### src/rtl/chan_term_ctrl.sv
module chan_term_ctrl #(
  parameter int FN_W = 3
) (
  input  logic            clk,
  input  logic            rst_n,
  input  logic            conn_go,
  input  logic [FN_W-1:0] conn_fn,
  input  logic            conn_out,
  input  logic            conn_ilace,
  input  logic            en_zero,
  input  logic            en_rec,
  input  logic            irq_on,
  input  logic            rec_end,
  input  logic            cnt_zero,
  input  logic            buf_drain,
  input  logic            buf_busy,
  input  logic            term_req,
  output logic            zc_irq,
  output logic            eor_irq,
  output logic            wreor_req,
  output logic            disc_ev,
  output logic            connected,
  output logic            interrec,
  output logic            ilace,
  output logic            top_pending
);

  localparam int B_PROC = 0;
  localparam int B_SIG  = 1;
  localparam int B_EXT  = FN_W - 1;

  logic [FN_W-1:0] fn_q;
  logic            out_q, enz_q, enr_q;

  logic is_ext, is_proc, is_sig, sig_disc;
  assign is_ext   = fn_q[B_EXT];
  assign is_proc  = is_ext & fn_q[B_PROC];
  assign is_sig   = is_ext & fn_q[B_SIG];
  assign sig_disc = is_sig & ~fn_q[B_PROC];

  always_ff @(posedge clk) begin
    if (!rst_n) begin
      fn_q        <= '0;
      out_q       <= 1'b0;
      enz_q       <= 1'b0;
      enr_q       <= 1'b0;
      connected   <= 1'b0;
      interrec    <= 1'b0;
      ilace       <= 1'b0;
      top_pending <= 1'b0;
      zc_irq      <= 1'b0;
      eor_irq     <= 1'b0;
      wreor_req   <= 1'b0;
      disc_ev     <= 1'b0;
    end else begin
      zc_irq    <= 1'b0;
      eor_irq   <= 1'b0;
      wreor_req <= 1'b0;
      disc_ev   <= 1'b0;
      if (conn_go) begin
        fn_q        <= conn_fn;
        out_q       <= conn_out;
        enz_q       <= en_zero;
        enr_q       <= en_rec;
        connected   <= 1'b1;
        interrec    <= 1'b0;
        ilace       <= conn_ilace;
        top_pending <= 1'b0;
        zc_irq      <= conn_out & irq_on;
      end else if (connected) begin
        if (rec_end) begin
          ilace   <= 1'b0;
          eor_irq <= (~is_ext & irq_on) | enr_q;
          if (is_proc) begin
            interrec <= 1'b1;
          end else begin
            connected <= 1'b0;
            disc_ev   <= 1'b1;
          end
        end else if (cnt_zero && ilace) begin
          ilace <= 1'b0;
          if (!out_q) begin
            zc_irq <= is_ext & enz_q;
            if (sig_disc) begin
              eor_irq   <= enr_q;
              connected <= 1'b0;
              disc_ev   <= 1'b1;
            end
          end else if (!is_ext) begin
            zc_irq    <= irq_on;
            connected <= 1'b0;
            disc_ev   <= 1'b1;
          end else begin
            zc_irq      <= enz_q;
            top_pending <= 1'b0;
            if (sig_disc) begin
              eor_irq   <= enr_q;
              connected <= 1'b0;
              disc_ev   <= 1'b1;
            end else if (!is_sig || top_pending) begin
              wreor_req <= 1'b1;
            end
          end
        end else if (buf_drain && out_q && !ilace) begin
          if (top_pending) begin
            top_pending <= 1'b0;
            wreor_req   <= 1'b1;
          end else begin
            zc_irq <= irq_on;
          end
        end else if (term_req && out_q) begin
          if (buf_busy || ilace) top_pending <= 1'b1;
          else                   wreor_req   <= 1'b1;
        end
      end
    end
  end

endmodule

### config.mk
export PLATFORM = sky130hd
export DESIGN_NAME = chan_term_ctrl
export DESIGN_NICKNAME = d
export VERILOG_FILES = /design/src/rtl/chan_term_ctrl.sv
export SDC_FILE = /design/constraint.sdc
export NUM_CORES = 1
export LEC_CHECK = 0
export BUFFER_PORTS_ARGS = -buffer_cell sky130_fd_sc_hd__buf_4
export CAP_MARGIN = 20
export CORE_ASPECT_RATIO = 0.6
export CORE_MARGIN = 10
export CORE_UTILIZATION = 25
export DETAILED_ROUTE_END_ITERATION = 6
export HOLD_SLACK_MARGIN = 0.06
export MAX_ROUTING_LAYER = met4
export PLACE_DENSITY_LB_ADDON = 0.1
export SYNTH_ARGS = -nofsm -noshare
export SYNTH_HDL_FRONTEND = slang
export SYNTH_SLANG_ARGS = --single-unit
### constraint.sdc
create_clock -name clk -period 2.7 [get_ports clk]
set_input_delay 0.135 -clock clk [delete_from_list [all_inputs] [get_ports clk]]
set_output_delay 0.135 -clock clk [all_outputs]
set_load 0.005 [all_outputs]
==> results of run 1 <==
## synth_stat cells, types with 2 or more instances
cell type,instances
dfxtp_1,14
nor2b_1,10
nand2_1,8
mux2i_1,6
inv_1,4
a211o_1,3
buf_2,3
nand3b_1,3
o21ai_0,3
a21oi_1,2
and2_1,2
nand3_1,2
## worst reg2reg max path, stage by stage, from the launching register on
cell and delay, ps:
dfxtp_1 480, nand2_1 140, a2111oi_2 370, o221a_1 220
## worst max path at each step
stage                from           to  slack, ps  cells past startpoint
global placement    ilace       zc_irq       1460                      3
floorplan           ilace       zc_irq       1570                      3
detailed placement  ilace  top_pending       1440                      3
global route        out_q  top_pending       1340                      3
finish              out_q  top_pending       1440                      3
CTS                 out_q  top_pending       1430                      3
## power groups by stage
stage                     Sequential (mW)  Combinational, mW  Clock [mW]
final                               0.228             0.0586       0.168
after global routing                0.229             0.0659       0.181
after CTS                           0.227             0.0597       0.176
after detailed placement            0.232             0.0596           0
after global placement              0.231             0.0592           0
after floorplan                     0.225             0.0332           0
## flip-flops by register name (all words and copies together), names as in the netlist
signal	count
connected	1
disc_ev	1
enr_q	1
enz_q	1
eor_irq	1
fn_q	3
ilace	1
interrec	1
out_q	1
top_pending	1
wreor_req	1
zc_irq	1
## per-stage QoR
step	power [mW]	setup WS (ps)
6_report	0.454	1440
5_1_grt	0.476	1340
4_1_cts	0.463	1430
3_5_place_dp	0.291	1440
3_3_place_gp	0.291	1460
2_1_floorplan	0.259	1570
## area by class of cell
class	instances	area, um^2	share of cell area [%]
well taps	32	40.0	4.28
inverters	4	15.0	1.61
repair buffers	23	173	18.5
multi-input cells	54	385	41.2
flip-flops and latches	14	280	30.0
clock buffers	3	41.3	4.42
## kinds of logic after synthesis
group	share of synthesized area, %
AOI/OAI and AO/OA	19.9
buffers and inverters	4.83
DFF	40.1
muxes	8.59
and+or+nand+nor	26.7
## routing by layer
metal / vias to the layer above / wire length (um) / track usage, %
met1: 268 / 991 / 9.42
met3: 2 / 163 / 4.41
li1: 318 / - / -
met2: 16 / 712 / 10.2
met5: - / 0 / -
met4: 0 / 11 / 1.37
## cell usage in the layout (no fill, tap or decap), types with 2 or more instances in the layout
cell type,netlist,layout
o21ai_0,3,3
a21oi_1,2,2
nand3_1,2,2
nand2_1,8,8
inv_1,4,4
dfxtp_1,14,14
a211o_1,3,3
clkbuf_8,0,3
buf_4,0,23
nor2b_1,10,10
nand3b_1,3,3
mux2i_1,6,6
and2_1,2,2
==> flow_summary_export.csv, run 1 <==
group,metric,value,unit
status,status,"finished clean",
clocking,worstSkewPairLatency,240,ps
power_and_ir_drop,p_leak,0.382,nW
setup_path,startpoint_type,"flip-flop",
clocking,cts-resized-gates,0,
placement,placed_area,893,um^2
clocking,root_buffer,"clkbuf_8",
setup_path,max_stage_delay,480,ps
routing,first_pass_iters,2,
die,die-height,61.0,um
logic_synthesis,synth_largest_area_cell,"dfxtp_1",
setup_path,ff2ff_path_depth,3,
die,fp.dieW,88.3,um
routing,post_drt_wl_per_cell,14.4,um
power_and_ir_drop,switching_share,23.4,%
grt,grt_pass1_wl,3070,um
sta,holdWs,153,ps
setup_path,slowest_stage,"dfxtp_1",
routing,via_per_inst,4.65,
power_and_ir_drop,ir_drop,198,uV
setup_path,rr_startpoint,"out_q",
finish,fin_util,36.1,%
worst_hold_path,holdCritPathClass,"primary input to flip-flop",
sta,period_needed,1260,ps
setup_path,crit_chain,"nand2_1 > a2111oi_2 > o221a_1",
die,rows,14,
clocking,clk_pin_slew,60,ps
sta,max-slew-margin-rel,78.2,%
setup_path,worstPathArrival,1450,ps
die,dieArea,0.00538,mm^2
sta,maxSlewViolCount,0,
grt,grt_antenna_before_repair,0,
routing,postRouteWirelength,1880,um
worst_hold_path,min_to,"fn_q[2]",
setup_path,crit_type,"flip-flop to flip-flop",
power_and_ir_drop,p_seq_share,50.1,%
routing,antenna_left,0,
logic_synthesis,synth_warnings,0,
sta,hold_viol,0,
sta,timing.final.crit_share,46.8,%
logic_synthesis,synthFlopType,"dfxtp_1",
setup_path,r2r-end,"top_pending",
clocking,cts_hold_buffers,0,
sta,max_clock_freq,791,MHz
logic_synthesis,synth_cell_types,28,
worst_hold_path,min_from,"conn_fn[2]",
routing,drt_iter0_markers,10,
finish,area_growth,33.6,%
clocking,cts_tree,"yes",
power_and_ir_drop,power.internal,0.348,mW
routing,vias,604,
setup_path,worstPathMaxFanout,8,
job,max_cap_viol_count,0,
logic_synthesis,syn_inst,76,
die,start_util,27.0,%
placement,dp.cells,127,
die,fp.coreArea,0.00259,mm^2
setup_path,rrSetupSlack,1440,ps
finish,diodes,0,
power_and_ir_drop,p_switching,0.106,mW
setup_path,path_buf_inv,0,
logic_synthesis,synth-edff-count,0,
clocking,h-tree-depth,1,
worst_hold_path,hold_depth,3,
sta,skew,7.10,ps
grt,grt_pass1_vias,626,
placement,numPortBuffers,23,
clocking,clock_path_buffers,2,
placement,hpwl,1470,um
logic_synthesis,ys_seq_elements,14,
finish,drive_above_1_share,29.6,%
grt,grt_usage,7.56,%
finish,fin_nets,116,
setup_path,endpoint_kind,"flip-flop",
finish,final_cells,130,
logic_synthesis,postSynthAreaPerCell,9.20,um^2
die,io_pins,24,
setup_path,crit_required,2890,ps
grt,grt_max_degree,13,
logic_synthesis,synthesis.area,699,um^2
logic_synthesis,syn_nets,92,
power_and_ir_drop,comb_power_share,12.9,%
finish,fillers,276,
sta,tns,0,ps
clocking,cts_setup_buffers,0,
finish,postLayoutCellArea,935,um^2
logic_synthesis,synth_top_area_share,40.1,%
logic_synthesis,synth_sequential_area_ratio,40.1,%
logic_synthesis,async_reset_ff_share,0,%
logic_synthesis,netlist_top_cells_area,"dfxtp_1, nor2b_1, mux2i_1, nand2_1, a211o_1",
sta,worstMarginPinSlew,327,ps
clocking,clock_sinks,14,
power_and_ir_drop,p_per_area,486,mW/mm^2
setup_path,crit_family,"compound AO/OA/AOI/OAI gates",
sta,rsz0062_at_grt,"no",
sta,setup_viol,0,
power_and_ir_drop,p_clk_share,37.0,%
clocking,numCtsBuffers,3,
routing,drc,0,
grt,grt-ovfl-total,0,
placement,place.gp.congestion,0.763,
No activity file was read; power rests on OpenSTA's default activity.
==> inputs of run 2 (changes only) <==
- clock period: 2.7 -> 1.3 ns (I/O delays scaled with it)
==> flow_summary_export.csv, run 2 (synthesis results as in run 1) <==
group,metric,value,unit
routing,postRouteWirelength,1970,um
clocking,cts_hold_buffers,0,
grt,grt_pass1_wl,3280,um
setup_path,worstPathArrival,1340,ps
routing,drt_iter0_markers,40,
routing,wl_met1,1030,um
grt,grt_antenna_before_repair,0,
status,status,"finished clean",
die,start_util,27.0,%
power_and_ir_drop,power.internal,0.733,mW
routing,vias,608,
routing,post_drt_wl_per_cell,14.7,um
die,dieArea,0.00538,mm^2
setup_path,worstPathMaxFanout,5,
routing,drc,0,
routing,first_pass_iters,2,
die,io_pins,24,
setup_path,crit_required,1480,ps
clocking,cts_tree,"yes",
routing,met2_length,774,um
sta,hold_viol,0,
grt,grt_max_degree,13,
sta,max-slew-margin-rel,82.0,%
finish,layout_commonest_cell,"buf_4",
power_and_ir_drop,comb_power_share,14.6,%
placement,place.gp.congestion,0.732,
clocking,h-tree-depth,1,
finish,final_cell_mix,"buf_4, dfxtp_1, nor2b_1",
grt,grt-ovfl-total,0,
job,max_cap_viol_count,0,
sta,skew,2.40,ps
sta,timing.final.crit_share,89.0,%
clocking,clock_sinks,14,
sta,rsz0062_at_grt,"no",
power_and_ir_drop,switching_share,23.3,%
finish,diodes,0,
power_and_ir_drop,power.total,0.955,mW
routing,topRoutingLayerUsed,"met4",
power_and_ir_drop,p_switching,0.222,mW
die,rows,14,
die,fp.coreArea,0.00259,mm^2
clocking,numCtsBuffers,3,
power_and_ir_drop,p_clk_share,36.6,%
grt,grt_usage,8.08,%
clocking,root_buffer,"clkbuf_8",
power_and_ir_drop,ir_drop,401,uV
die,fp.dieW,88.3,um
placement,numPortBuffers,23,
grt,grt_pass1_vias,676,
clocking,worstSkewPairLatency,240,ps
setup_path,startpoint_type,"flip-flop",
clocking,clock_path_buffers,2,
setup_path,crit_type,"flip-flop to flip-flop",
finish,area_growth,38.1,%
setup_path,endpoint_kind,"flip-flop",
sta,maxSlewViolCount,0,
sta,tns,0,ps
routing,routed-wl-met3,153,um
power_and_ir_drop,p_seq_share,48.8,%
clocking,clk_pin_slew,60,ps
sta,max_clock_freq,864,MHz
finish,fin_nets,120,
sta,period_needed,1160,ps
finish,largest_register_ffs,3,
die,die-height,61.0,um
routing,antenna_left,0,
finish,max_flop_register,"fn_q",
sta,setup_viol,0,
clocking,cts-resized-gates,0,
sta,worstMarginPinSlew,269,ps
placement,hpwl,1550,um
clocking,cts_setup_buffers,0,
finish,drive_above_1_share,33.3,%
power_and_ir_drop,p_per_area,989,mW/mm^2
routing,via_per_inst,4.54,
worst_hold_path,holdCritPathClass,"primary input to flip-flop",
power_and_ir_drop,p_leak,0.403,nW
run 2: worst max-delay path: stages, from the launching register on:
cell	delay [ps]
dfxtp_1	400
nand2_1	110
a2111oi_2	370
o221a_1	230
run 2: layout make-up:
| type | count | area, um^2 |
|---|---|---|
| fillers | 284 | 1630 |
| flip-flops and latches | 14 | 282 |
| inverters | 4 | 15.0 |
| well taps | 32 | 40.0 |
| repair buffers | 27 | 203 |
| clock buffers | 3 | 41.3 |
| multi-input cells | 54 | 385 |
run 2: power groups by stage:
stage          sequential (mW)  clock, mW  combinational, mW
2_1_floorplan            0.468          0             0.0689
3_3_place_gp             0.474          0              0.141
6_report                 0.466      0.350              0.140
5_1_grt                  0.468      0.378              0.158
4_1_cts                  0.465      0.360              0.142
3_5_place_dp             0.474          0              0.141
run 2: path summary, 6_finish.rpt:
path	slack, ps	cells after the start	end	from
worst max-delay path	140	3	top_pending	out_q
worst min-delay path	80	3	fn_q[2]	conn_fn[2]
worst max register to register	140	3	top_pending	out_q
worst min register to register	520	2	enz_q	enz_q
run 2: per-stage QoR:
stage	setup slack, ps	cell area, um^2	utilization (%)	hold slack, ps	std cells
3_3_place_gp	120	923	35.6	322	131
4_1_cts	60.3	965	37.2	78.4	134
2_1_floorplan	174	699	-	219	76
5_1_grt	52.9	966	37.3	80.1	134
6_report	143	966	37.3	82.0	134
3_5_place_dp	74.5	923	35.6	329	131
run 2: layer usage:
layer	up-vias	GRT usage, %
li1	326	-
met1	264	9.96
met5	-	-
met3	2	4.01
met4	0	1.37
met2	16	11.7
==> inputs of run 3 (changes only) <==
- SKIP_LAST_GASP: unset -> 1
- clock period: 1.3 -> 1.2 ns (I/O delays scaled with it)
==> flow_summary_export.csv, run 3 (synthesis results as in run 1) <==
group,metric,value,unit
status,status,"finished clean",
sta,max_clock_freq,868,MHz
power_and_ir_drop,p_per_area,1120,mW/mm^2
sta,hold_viol,0,
grt,grt_usage,7.94,%
finish,area_growth,44.5,%
placement,hpwl,1580,um
finish,final_cell_mix,"buf_4, dfxtp_1, nor2b_1",
die,fp.coreArea,0.00259,mm^2
sta,timing.final.crit_share,96.0,%
clocking,cts_tree,"yes",
sta,setup_viol,0,
grt,grt_max_degree,13,
clocking,cts_setup_buffers,0,
routing,antenna_left,0,
sta,worstMarginPinSlew,259,ps
clocking,clock_path_buffers,2,
clocking,h-tree-depth,1,
die,rows,14,
power_and_ir_drop,ir_drop,335,uV
finish,layout_commonest_cell,"buf_4",
placement,placed_area,951,um^2
die,fp.dieW,88.3,um
finish,diodes,0,
routing,postRouteWirelength,1980,um
finish,fillers,274,
clocking,root_buffer,"clkbuf_8",
worst_hold_path,holdCritPathClass,"primary input to flip-flop",
routing,post_drt_wl_per_cell,14.4,um
setup_path,crit_required,1390,ps
placement,place.gp.congestion,0.792,
power_and_ir_drop,p_leak,0.423,nW
finish,drive_above_1_share,36.2,%
clocking,cts-resized-gates,1,
clocking,clk_pin_slew,60,ps
die,start_util,27.0,%
finish,fin_nets,122,
routing,first_pass_iters,4,
routing,drc,0,
grt,grt-ovfl-total,0,
finish,max_flop_register,"fn_q",
setup_path,startpoint_type,"flip-flop",
grt,grt_pass1_vias,639,
clocking,worstSkewPairLatency,240,ps
sta,skew,0.730,ps
die,die-height,61.0,um
grt,grt_pass1_wl,3130,um
placement,numPortBuffers,23,
finish,fin_util,39.0,%
finish,largest_register_ffs,3,
clocking,clock_sinks,14,
sta,period_needed,1150,ps
die,io_pins,24,
grt,grt_antenna_before_repair,0,
sta,maxSlewViolCount,0,
sta,tns,0,ps
setup_path,endpoint_kind,"flip-flop",
setup_path,crit_type,"flip-flop to flip-flop",
clocking,cts_hold_buffers,0,
routing,via_per_inst,4.74,
routing,drt_iter0_markers,92,
routing,vias,649,
sta,max-slew-margin-rel,82.7,%
job,max_cap_viol_count,0,
setup_path,worstPathMaxFanout,8,
finish,postLayoutCellArea,0.00101,mm^2
clocking,numCtsBuffers,3,
die,dieArea,0.00538,mm^2
sta,rsz0062_at_grt,"yes",
setup_path,worstPathArrival,1340,ps
run 3: cell count changes in the layout (fill, tap and decap cells not counted), sizes merged:
cell and delta:
buf +2, clkbuf +1
run 3: layout make-up:
| class | instances | area, um^2 | share of cell area (%) |
|---|---|---|---|
| flip-flops and latches | 14 | 285 | 28.2 |
| multi-input cells | 54 | 385 | 38.1 |
| clock buffers | 4 | 55.1 | 5.45 |
| well taps | 32 | 40.0 | 3.96 |
| inverters | 4 | 15.0 | 1.49 |
| repair buffers | 29 | 230 | 22.8 |
run 3: worst max-delay path, stage by stage, from the launching register on:
cell	delay (ps)
dfxtp_4	370
nand3b_1	170
or4_1	470
nand3_1	90
run 3: metal layers:
| metal | global-route usage (%) | share of wire [%] | vias up |
|---|---|---|---|
| met5 | - | 0 | - |
| met1 | 10.2 | 55 | 293 |
| met3 | 4.41 | 7.9 | 2 |
| li1 | - | - | 332 |
| met2 | 10.2 | 37 | 22 |
| met4 | 2.06 | 0.56 | 0 |
run 3: path summary, 6_finish.rpt:
kind | slack, ps | cells past startpoint | startpoint | end
hold / removal | 70 | 3 | en_rec | enr_q
hold reg to reg | 510 | 2 | enz_q | enz_q
setup / recovery | 50 | 3 | ilace | zc_irq
setup reg to reg | 50 | 3 | ilace | zc_irq
run 3: per-stage QoR:
step / hold slack [ps] / total power [mW] / std cells / worst slack [ps]
finish: 67.3 / 1.13 / 137 / 47.7
global route: 66.7 / 1.18 / 137 / -14.5
CTS: 60.5 / 1.16 / 137 / 7.29
detailed placement: 322 / 0.677 / 133 / 16.5
global placement: 318 / 0.677 / 133 / 52.9
floorplan: 214 / 0.582 / 76 / 73.8
run 3: power by group:
group | switching, mW | total [mW] | internal [mW]
Combinational | 0.0652 | 0.160 | 0.0948
Clock | 0.173 | 0.463 | 0.291
Sequential | 0.0211 | 0.505 | 0.484
Total | 0.259 | 1.13 | 0.869
